File: src/rtl/lfill_pkg.sv
package lfill_pkg;

  typedef struct packed {
    logic line;
    logic wide;
  } lfill_req_t;

  // Number of acknowledges a request needs.
  function automatic int unsigned xfer_total(input logic line, input logic wide,
                                             input int unsigned words);
    if (!line)
      return 1;
    else if (wide)
      return words / 2;
    else
      return words;
  endfunction

endpackage

File: src/rtl/lfill_xfer_ctrl.sv
module lfill_xfer_ctrl #(
  parameter int LINE_WORDS = 8,
  localparam int CNT_W = $clog2(LINE_WORDS + 1)
) (
  input  logic clk,
  input  logic rst,
  input  logic req_start,
  input  logic req_line,
  input  logic req_wide,
  input  logic rd_ack,
  output logic is_line,
  output logic is_wide,
  output logic accept,
  output logic done
);
  import lfill_pkg::*;

  lfill_req_t       req_q;
  logic             active;
  logic [CNT_W-1:0] cnt;
  logic [CNT_W-1:0] cnt_inc;
  logic [CNT_W-1:0] expected;
  logic             last;

  assign is_line = req_q.line;
  assign is_wide = req_q.wide;

  // The start cycle has priority: an acknowledge that arrives with it is dropped.
  assign accept   = active & rd_ack & ~req_start;
  assign cnt_inc  = cnt + 1'b1;
  assign last     = accept && (cnt_inc == expected);

  always_comb begin
    expected = CNT_W'(xfer_total(req_q.line, req_q.wide, LINE_WORDS));
  end

  always_ff @(posedge clk) begin
    if (rst) begin
      req_q  <= '0;
      active <= 1'b0;
      cnt    <= '0;
      done   <= 1'b0;
    end else begin
      done <= 1'b0;
      if (req_start) begin
        req_q.line <= req_line;
        req_q.wide <= req_wide;
        active     <= 1'b1;
        cnt        <= '0;
      end else if (accept) begin
        if (last) begin
          active <= 1'b0;
          done   <= 1'b1;
          cnt    <= '0;
        end else begin
          cnt <= cnt_inc;
        end
      end
    end
  end

endmodule

File: src/rtl/lfill_lane_sel.sv
module lfill_lane_sel #(
  parameter int WORD_W     = 32,
  parameter int LINE_WORDS = 8,
  localparam int BUS_W  = 2 * WORD_W,
  localparam int ADDR_W = $clog2(LINE_WORDS)
) (
  input  logic [BUS_W-1:0]      rd_data,
  input  logic [ADDR_W-1:0]     waddr,
  input  logic                  wide,
  output logic [WORD_W-1:0]     hi_word,
  output logic [WORD_W-1:0]     lo_word,
  output logic [WORD_W-1:0]     pick_word,
  output logic [LINE_WORDS-1:0] slot_mask
);

  // The upper half carries even word addresses and the lower half odd ones.
  assign hi_word   = rd_data[BUS_W-1:WORD_W];
  assign lo_word   = rd_data[WORD_W-1:0];
  assign pick_word = waddr[0] ? lo_word : hi_word;

  for (genvar k = 0; k < LINE_WORDS; k++) begin : g_mask
    localparam logic [ADDR_W-1:0] SLOT = ADDR_W'(k);
    always_comb begin
      if (wide)
        slot_mask[k] = (SLOT[ADDR_W-1:1] == waddr[ADDR_W-1:1]);
      else
        slot_mask[k] = (SLOT == waddr);
    end
  end

endmodule

File: src/rtl/lfill_line_store.sv
module lfill_line_store #(
  parameter int WORD_W     = 32,
  parameter int LINE_WORDS = 8,
  localparam int LINE_BITS = WORD_W * LINE_WORDS
) (
  input  logic                  clk,
  input  logic                  rst,
  input  logic                  wr_en,
  input  logic [LINE_WORDS-1:0] slot_mask,
  input  logic [WORD_W-1:0]     hi_word,
  input  logic [WORD_W-1:0]     lo_word,
  output logic [LINE_BITS-1:0]  line_data
);

  for (genvar k = 0; k < LINE_WORDS; k++) begin : g_slot
    logic [WORD_W-1:0] slot_q;
    logic [WORD_W-1:0] slot_d;

    // Even slots take the upper half of the bus and odd slots the lower half.
    if (k % 2 == 0) begin : g_even
      assign slot_d = hi_word;
    end else begin : g_odd
      assign slot_d = lo_word;
    end

    always_ff @(posedge clk) begin
      if (rst)
        slot_q <= '0;
      else if (wr_en && slot_mask[k])
        slot_q <= slot_d;
    end

    assign line_data[k*WORD_W +: WORD_W] = slot_q;
  end

endmodule

File: src/rtl/lfill_assembler.sv
module lfill_assembler #(
  parameter int WORD_W     = 32,
  parameter int LINE_WORDS = 8,
  localparam int BUS_W     = 2 * WORD_W,
  localparam int ADDR_W    = $clog2(LINE_WORDS),
  localparam int BYTES     = WORD_W / 8,
  localparam int LINE_BITS = WORD_W * LINE_WORDS
) (
  input  logic                 clk,
  input  logic                 rst,
  input  logic                 req_start,
  input  logic                 req_line,
  input  logic                 req_wide,
  input  logic [BYTES-1:0]     req_be,
  input  logic                 rd_ack,
  input  logic [BUS_W-1:0]     rd_data,
  input  logic [ADDR_W-1:0]    rd_waddr,
  output logic [LINE_BITS-1:0] line_data,
  output logic                 done,
  output logic [WORD_W-1:0]    single_word
);

  logic                  is_line;
  logic                  is_wide;
  logic                  accept;
  logic [WORD_W-1:0]     hi_word;
  logic [WORD_W-1:0]     lo_word;
  logic [WORD_W-1:0]     pick_word;
  logic [LINE_WORDS-1:0] slot_mask;
  logic [BYTES-1:0]      be_q;
  logic [WORD_W-1:0]     be_mask;

  lfill_xfer_ctrl #(.LINE_WORDS(LINE_WORDS)) u_ctrl (
    .clk      (clk),
    .rst      (rst),
    .req_start(req_start),
    .req_line (req_line),
    .req_wide (req_wide),
    .rd_ack   (rd_ack),
    .is_line  (is_line),
    .is_wide  (is_wide),
    .accept   (accept),
    .done     (done)
  );

  lfill_lane_sel #(.WORD_W(WORD_W), .LINE_WORDS(LINE_WORDS)) u_lane (
    .rd_data  (rd_data),
    .waddr    (rd_waddr),
    .wide     (is_wide),
    .hi_word  (hi_word),
    .lo_word  (lo_word),
    .pick_word(pick_word),
    .slot_mask(slot_mask)
  );

  lfill_line_store #(.WORD_W(WORD_W), .LINE_WORDS(LINE_WORDS)) u_store (
    .clk      (clk),
    .rst      (rst),
    .wr_en    (accept & is_line),
    .slot_mask(slot_mask),
    .hi_word  (hi_word),
    .lo_word  (lo_word),
    .line_data(line_data)
  );

  for (genvar b = 0; b < BYTES; b++) begin : g_be
    assign be_mask[b*8 +: 8] = {8{be_q[b]}};
  end

  always_ff @(posedge clk) begin
    if (rst) begin
      be_q        <= '0;
      single_word <= '0;
    end else begin
      if (req_start)
        be_q <= req_be;
      if (accept && !is_line)
        single_word <= pick_word & be_mask;
    end
  end

endmodule

File: config.mk
export PLATFORM = sky130hd
export DESIGN_NAME = lfill_assembler
export DESIGN_NICKNAME = d
export VERILOG_FILES = /design/src/rtl/lfill_pkg.sv /design/src/rtl/lfill_xfer_ctrl.sv /design/src/rtl/lfill_lane_sel.sv /design/src/rtl/lfill_line_store.sv /design/src/rtl/lfill_assembler.sv
export SDC_FILE = /design/constraint.sdc
export NUM_CORES = 1
export LEC_CHECK = 0
export BUFFER_PORTS_ARGS = -buffer_cell sky130_fd_sc_hd__buf_2
export CAP_MARGIN = 20
export CORE_MARGIN = 5
export CORE_UTILIZATION = 30
export DETAILED_ROUTE_END_ITERATION = 10
export HOLD_SLACK_MARGIN = 0.06
export PLACE_DENSITY = 0.52
export SLEW_MARGIN = 30
export SYNTH_ARGS = -nofsm -noshare
export SYNTH_HDL_FRONTEND = slang
export SYNTH_HIERARCHICAL = 1
export SYNTH_SLANG_ARGS = --single-unit
File: constraint.sdc
create_clock -name clk -period 3.7 [get_ports clk]
set_input_delay 0.555 -clock clk [delete_from_list [all_inputs] [get_ports clk]]
set_output_delay 0.555 -clock clk [all_outputs]
set_load 0.005 [all_outputs]
; ---- Word level (Yosys, flattened, before mapping)
; Cells that the tools add are included.
[word_totals]
input_bits = 77
reg_bits = 300
[classes]
mux = 16
add_sub_neg = 1
n_reduce_logical = 18
eq_ne = 11
bitwise_logic = 6
[op_table]
columns = op, count
row1 = 32-bit AND, 1
row2 = 32-bit two-way mux, 1
row3 = "3-bit equality test, first input constant", 4
row4 = 1-bit two-way mux, 12
row5 = 4-bit two-way mux, 3
row6 = 1-bit logical AND, 10
row7 = "2-bit by 3-bit equality test with 1-bit output, first input constant", 2
row8 = "4-bit by 1-bit adder with 4-bit output, second input constant", 1
row9 = "2-bit equality test, first input constant", 2
row10 = 4-bit equality test, 1
row11 = 2-bit nonzero test, 2
row12 = 1-bit AND, 3
row13 = "1-bit by 3-bit equality test with 1-bit output, first input constant", 1
row14 = 3-bit logical NOT, 1
row15 = 3-bit OR reduction, 1
row16 = "1-bit by 2-bit equality test with 1-bit output, first input constant", 1
row17 = 2-bit logical NOT, 1
row18 = 1-bit inverter, 2
row19 = 2-bit AND reduction, 1
row20 = 2-bit OR reduction, 1
row21 = 1-bit logical NOT, 1

; ---- Depth between registers and ports, before layout
; Gate-level depths: netlist of run 1.
[depth]
ltp_word = 7
depth_mapped = 10
depth_no_buf = 6

; ---- Hierarchy
; The synthesis of run 1 kept the hierarchy.
[modules_own_cells]
columns = module, instances, area_each_um2, cells_each
row1 = lfill_line_store, 1, 10078.4, 903
row2 = lfill_assembler, 1, 1340.0, 159
row3 = lfill_lane_sel, 1, 1082.3, 113
row4 = lfill_xfer_ctrl, 1, 529.3, 66

; ---- Worst setup path after synthesis of run 1
; Ideal clock, no wire load.
[synth_timing]
kind = in2reg
start = input req_start
end = register u_store.g_slot[0].slot_q[10]
setup_ns = 0.072
path_slack_ns = 1.683
n_path_buf = 5
t_required_ns = 3.628
cell_stages = 10
arrival_time_ns = 1.946
cell_sequence = buf_6 or2_1 buf_6 inv_1 and2_1 buf_6 and2_4 buf_6 buf_6 mux2i_1
[synth_between]
elab_chain_len = 4
[synth_rtl]
columns = item, line_no
row1 = start: declaration, lfill_assembler.sv:11  ; input logic req_start,
row2 = 1-bit inverter, lfill_xfer_ctrl.sv:29  ; assign accept = active & rd_ack & ~req_start;
row3 = 1-bit AND, lfill_xfer_ctrl.sv:29
row4 = net accept, lfill_assembler.sv:25  ; logic accept;
row5 = 1-bit AND, lfill_assembler.sv:59  ; .wr_en (accept & is_line),
row6 = 1-bit logical AND, lfill_line_store.sv:29  ; else if (wr_en && slot_mask[k])
row7 = end signal: assignment, lfill_line_store.sv:30  ; slot_q <= slot_d;
row8 = end: declaration, lfill_line_store.sv:16  ; logic [WORD_W-1:0] slot_q;
; The timed path passes the listed nets, and every way through them passes these cells.
; A chain may end at the register's enable or synchronous reset.

; ---- Worst setup path in the final report of run 1
[layout_timing]
start = register u_ctrl.active
end = register u_store.g_slot[6].slot_q[16]
[layout_between]
elab_chain_len = 4
[layout_rtl]
columns = item, line_no
row1 = start: declaration, lfill_xfer_ctrl.sv:19  ; logic active;
row2 = start signal: assignment, lfill_xfer_ctrl.sv:40  ; active <= 1'b0;
row3 = start signal: assignment, lfill_xfer_ctrl.sv:48  ; active <= 1'b1;
row4 = start signal: assignment, lfill_xfer_ctrl.sv:52  ; active <= 1'b0;
row5 = 1-bit AND (2 in a row), lfill_xfer_ctrl.sv:29
row6 = net accept, lfill_assembler.sv:25
row7 = 1-bit AND, lfill_assembler.sv:59
row8 = 1-bit logical AND, lfill_line_store.sv:29
row9 = end signal: assignment, lfill_line_store.sv:30
row10 = end: declaration, lfill_line_store.sv:16
; The timed path passes the listed nets, and every way through them passes these cells.

==> results of run 1 <==
==> cells by family (layout without fill, tap and decap cells) <==
group / count (synthesis) / count (layout) / synth area share, %
other cells: 0 / 3 / 0
flops: 300 / 300 / 46.09
xor+xnor: 2 / 2 / 0.1921
fa+ha+maj: 1 / 1 / 0.09601
buf+inv: 152 / 441 / 7.903
mux: 295 / 295 / 23.80
simple gates: 447 / 447 / 20.08
compound gates: 44 / 44 / 1.834
==> power breakdown <==
group | internal, W | total [W] | switching (W)
Clock | 0.00216 | 0.00352 | 0.00136
Combinational | 0.000162 | 0.000365 | 0.000203
Sequential | 0.00324 | 0.00326 | 0.0000154
==> stage by stage <==
step / util [%] / setup slack (ns) / cell area [um^2] / hold WS, ns
after floorplan: - / 1.683 / 13030 / 0.4483
after global placement: 34.32 / 0.9075 / 14750 / 0.4368
after detailed placement: 34.32 / 0.8793 / 14750 / 0.4399
after CTS: 37.06 / 1.327 / 15930 / 0.2323
after global routing: 37.08 / 1.169 / 15940 / 0.2413
final: 37.08 / 1.366 / 15940 / 0.2682
==> flip-flops by register name, indices dropped and copies added, names as in the netlist <==
| register | cells |
|---|---|
| be_q | 4 |
| u_ctrl/cnt | 4 |
| single_word | 32 |
| u_ctrl/active | 1 |
| u_ctrl/is_wide | 1 |
| u_ctrl/done | 1 |
| u_ctrl/is_line | 1 |
| u_store/g_slot.slot_q | 256 |
==> routing by layer <==
layer	GRT usage [%]	vias up
met5	0	-
met4	5.066	8
met3	5.527	69
met2	28.02	248
met1	21.06	4399
li1	-	4570
==> critical path, cell delays in order (launching register included) <==
cell and delay (ns):
dfxtp_1 0.33, nand2_1 0.04, or2_1 0.32, inv_1 0.15, and2_1 0.41, nand2_2 0.48, buf_12 0.33, mux2i_1 0.13
==> synth_stat cells, types with 2 or more instances <==
cell type,instances
clkbuf_1,31
nor3b_1,2
nor2_1,19
nand3_1,34
o21ai_0,3
dfxtp_1,300
a31oi_1,2
and2_1,4
and2b_2,2
buf_6,14
mux2i_1,263
a21oi_1,36
buf_4,71
nand2_1,40
buf_12,3
nand2_2,6
or4_1,2
clkbuf_2,3
nor4_1,3
inv_1,2
nor2b_1,4
nand2b_1,322
buf_2,28
mux2_2,3
nor3_1,4
mux2_4,29
==> worst paths after layout <==
check	start	to	slack (ns)	cells past startpoint
setup / recovery	u_ctrl/active$_SDFFE_PP0P_	u_store/g_slot[6].slot_q[16]$_SDFFE_PP0P_	1.37	7
hold / removal	req_line	u_ctrl/is_line$_SDFFE_PP0P_	0.27	3
setup reg to reg	u_ctrl/active$_SDFFE_PP0P_	u_store/g_slot[6].slot_q[16]$_SDFFE_PP0P_	1.37	7
hold reg to reg	single_word[2]$_SDFFE_PP0P_	single_word[2]$_SDFFE_PP0P_	0.45	2
==> layout make-up <==
cell class              instances  share of cell area [%]
inverters                       2                 0.04710
multi-input cells             789                   37.66
well taps                     585                   4.592
clock inverters                 8                  0.6044
flip-flops and latches        300                   37.68
diodes                          3                 0.04710
clock buffers                  52                   6.790
repair buffers                379                   12.58
==> qor.csv, run 1 <==
metric;value;unit
Async SR Flop Fraction;0;%
I/O Buffers;365;
synth top area cells;dfxtp_1 46%, mux2i_1 20%, nand2b_1 15%;
first-pass GRT wire length;61.46;mm
Req. time, crit path;4.11;ns
commonest non-fill, non-tap cell in the layout;buf_2;
remaining antenna violation count after routing;0;
effective utilization at floorplan;30.32;%
Syn Area/Cell;10.50;um^2
Final Power;0.007145;W
hold_buf cts;0;
Non-Filler Instances;2118;
setup violators final;0;
RSZ-0062 raised after global routing;no;
Leak Pwr;8.040;nW
Routed WL;42.36;mm
Multi-input gate area;6003;um^2
Die Ht;218.4;um
metal2 WL;19.96;mm
register area;6006;um^2
Cell Pwr Density;448.3;nW/um^2
Post-synth top flop;dfxtp_1;
CTS H-Tree Depth;2;
via count;9294;
GRT Overall Usage;16.92;%
Core Footprint;42980;um^2
Hold Vio Cnt, Final;0;
initial antenna violation count;7;
Mapped Nets;1319;
commonest non-fill, non-tap cells in the layout;364 x buf_2, 322 x nand2b_1, 300 x dfxtp_1;
Clock Tree Buf Depth;3;
largest net degree at the start of global routing;178;
mean routed wirelength per cell;20.00;um
maximum vdd drop;0.2112;mV
status;finished, final reports clean;
number of global-route vias before repair;9459;
metal3 WL;3.013;mm
kind of critical path;reg2reg;
DR iter-0 viols;469;
# clock sinks;300;
period utilization;63.08;%
Placer Congestion;0.7700;
Cell variety after synth;37;
Die Width;218.4;um
worst-path fanout max;18;
Max Cap Viol;0;
GRT overflow;0;
setup TNS;0;ns
Fillers;4412;
nets;1586;
Die Area;47700;um^2
dpl hpwl;30.63;mm
crit end category;register;
Post-synth EDFFs;0;
P&R area growth vs syn;22.33;%
I/O pin count;366;
# resized after CTS;0;
Clock Tree Root;clkbuf_16;
fmax;428.4;MHz
Arr. time, crit path;2.74;ns
Reg clk slew, reported paths;0.06;ns
max-slew violation count;0;
CTS tree;yes;
Worst-Margin Slew;0.9421;ns
Worst Hold Class;in2reg;
Residual DRC;0;
clock network latency to the later pin of the worst-skew pair;0.53;ns
worst rel slew slack;37.20;%
Startpoint Class;register;
M1 WL;18.21;mm
post-synthesis cell count;1241;
Mapped Area;13030;um^2
area leader, netlist;dfxtp_1;
# rows;76;
post-DR vias/cell;4.388;
placed cell count;2055;
drt first pass iters;4;
top layer in use;met5;
register area share after synthesis;46.09;%
worst clock skew;0.01466;ns
fin crit period;2.334;ns
Ys Warns;6;
TritonCTS Buffers;36;
Yosys top cell area share;46.09;%
setup bufs post-CTS;0;
#FFs+latches synth;300;
ratio of cells with drive above 1 in the final layout;31.37;%
(Power assumes the default switching activity.)
==> inputs of run 2 (changes only) <==
Settings changed: PLACE_DENSITY 0.52 to 0.54.
Clock period 3.7 ns to 2 ns, I/O delays scaled along.
==> qor.csv, run 2 (synthesis gave the netlist of run 1 again) <==
metric;value;unit;change
first-pass GRT wire length;61.44;mm;about the same
via count;9486;;+2.1%
Routed WL;41.87;mm;-1.2%
Max Cap Viol;0;;unchanged
fmax;537.7;MHz;+25%
fin crit period;1.860;ns;-0.4741 ns
nets;1616;;+1.9%
Reg clk slew, reported paths;0.06;ns;about the same
dpl hpwl;30.97;mm;+1.1%
kind of critical path;reg2reg;;
Top reg by flops;u_store/g_slot.slot_q;;
CTS tree;yes;;
CTS H-Tree Depth;2;;unchanged
Req. time, crit path;2.42;ns;-1.69 ns
met1 Usage GRT;21.01;%;-0.051 points
Largest register FFs;256;;unchanged
TritonCTS Buffers;36;;unchanged
GRT Overall Usage;16.78;%;-0.14 points
Multi-input gate area;6012;um^2;+0.15%
crit-path cells;ha_2, nand3b_1, nor4_2, a31oi_1, o21ai_0, a21oi_1;;
met3 Track Usage GR;5.153;%;-0.37 points
Fillers;4377;;-0.79%
Die Width;218.4;um;unchanged
remaining antenna violation count after routing;0;;unchanged
period utilization;93.00;%;+30 points
initial antenna violation count;4;;-3
I/O pin count;366;;unchanged
worst-path fanout max;8;;-10
commonest non-fill, non-tap cell in the layout;buf_2;;
number of global-route vias before repair;9725;;+2.8%
crit end category;register;;
most used routing layer;met2;;
setup violators final;0;;unchanged
# clock sinks;300;;unchanged
Hold Vio Cnt, Final;0;;unchanged
RSZ-0062 raised after global routing;no;;
Clock Tree Root;clkbuf_16;;
CP Buf/Inv Count;0;;-2
critical path's top delay family;simple AND/OR/NAND/NOR gates;;
worst rel slew slack;61.70;%;+25 points
setup bufs post-CTS;0;;unchanged
GRT overflow;0;;unchanged
Arr. time, crit path;2.28;ns;-0.46 ns
register area;6006;um^2;unchanged
P&R area growth vs syn;24.73;%;
Clock Tree Buf Depth;3;;unchanged
Core Footprint;42980;um^2;unchanged
Leak Pwr;8.196;nW;+1.9%
Slowest-stage cell, CP;dfxtp_1;;
Worst-Margin Slew;0.5745;ns;-0.3675 ns
Placer Congestion;0.8168;;+6.1%
worst setup margin;0.1401;ns;-1.226 ns
effective utilization at floorplan;30.32;%;unchanged
commonest non-fill, non-tap cells in the layout;364 x buf_2, 322 x nand2b_1, 300 x dfxtp_1;;
post-DR vias/cell;4.416;;+0.64%
R2R Setup Slk;0.14;ns;-1.23 ns
status;finished, final reports clean;;
worst clock skew;0.01168;ns;-0.002973 ns
Die Ht;218.4;um;unchanged
DR iter-0 viols;475;;+1.3%
clock network latency to the later pin of the worst-skew pair;0.53;ns;about the same
# rows;76;;unchanged
drt first pass iters;6;;+2
setup TNS;0;ns;unchanged
ratio of cells with drive above 1 in the final layout;32.31;%;+0.94 points
GR Layer Usage met2;28.33;%;+0.31 points
largest net degree at the start of global routing;74;;-58%
Cell Pwr Density;812.4;nW/um^2;+81%
maximum vdd drop;0.5081;mV;+140%
I/O Buffers;365;;unchanged
max-slew violation count;0;;unchanged
leading registers by flop count;u_store/g_slot.slot_q (256), single_word (32);;
Die Area;47700;um^2;unchanged
max incr delay on CP;0.48;ns;about the same
pre-CTS setup slack;0.09786;ns;-0.7814 ns
Residual DRC;0;;unchanged
mean routed wirelength per cell;19.49;um;-2.6%
Worst Hold Class;in2reg;;
Startpoint Class;register;;
run 2: area by class of cell:
type                    count  share of cell area (%)
repair buffers            409                   14.27
multi-input cells         789                   36.99
clock inverters             4                  0.3157
inverters                   2                 0.04619
clock buffers              56                   6.875
diodes                      3                 0.04619
well taps                 585                   4.504
flip-flops and latches    300                   36.95
run 2: metal layers:
layer | share of wire [%] | vias up | wire length [um]
met1 | 43 | 4536 | 17920
li1 | - | 4635 | -
met2 | 48 | 252 | 20050
met3 | 7.3 | 57 | 3039
met4 | 2.0 | 6 | 830
met5 | 0.053 | - | 22
run 2: worst min-delay path, stage by stage:
cell      delay, ns
buf_2          0.10
nand2b_1       0.11
mux2i_1        0.13
run 2: power by group:
part / switching [W] / internal (W)
logic: 0.000384 / 0.000324
clock network: 0.00253 / 0.00394
registers: 0.0000292 / 0.00600
total: 0.00294 / 0.0103
run 2: timing repair:
action                                  in CTS  in global routing
endpoints found under the setup margin       0                  3
endpoints found under the hold margin        6                  0
gates resized for setup                      0                  2
hold buffers                                 6                  0
run 2: path summary, 6_finish.rpt:
path / startpoint / end / cells after the start
worst min-delay path: rd_data[17] / u_store/g_slot[3].slot_q[17]$_SDFFE_PP0P_ / 3
worst max register to register: u_ctrl/cnt[0]$_SDFFE_PP0P_ / u_ctrl/cnt[3]$_SDFFE_PP0P_ / 6
worst min register to register: single_word[23]$_SDFFE_PP0P_ / single_word[23]$_SDFFE_PP0P_ / 2
worst max-delay path: u_ctrl/cnt[0]$_SDFFE_PP0P_ / u_ctrl/cnt[3]$_SDFFE_PP0P_ / 6
run 2: stage by stage:
step	instances	cell area, um^2	hold slack [ns]	utilization, %	total power, W
after CTS	2145	16240	0.1065	37.77	0.01345
after global placement	2079	15010	0.4369	34.92	0.006868
after detailed placement	2079	15010	0.4419	34.92	0.006871
after global routing	2146	16250	0.1499	37.80	0.01373
after floorplan	1241	13030	0.3724	-	0.006663
final	2148	16250	0.1513	37.81	0.01320
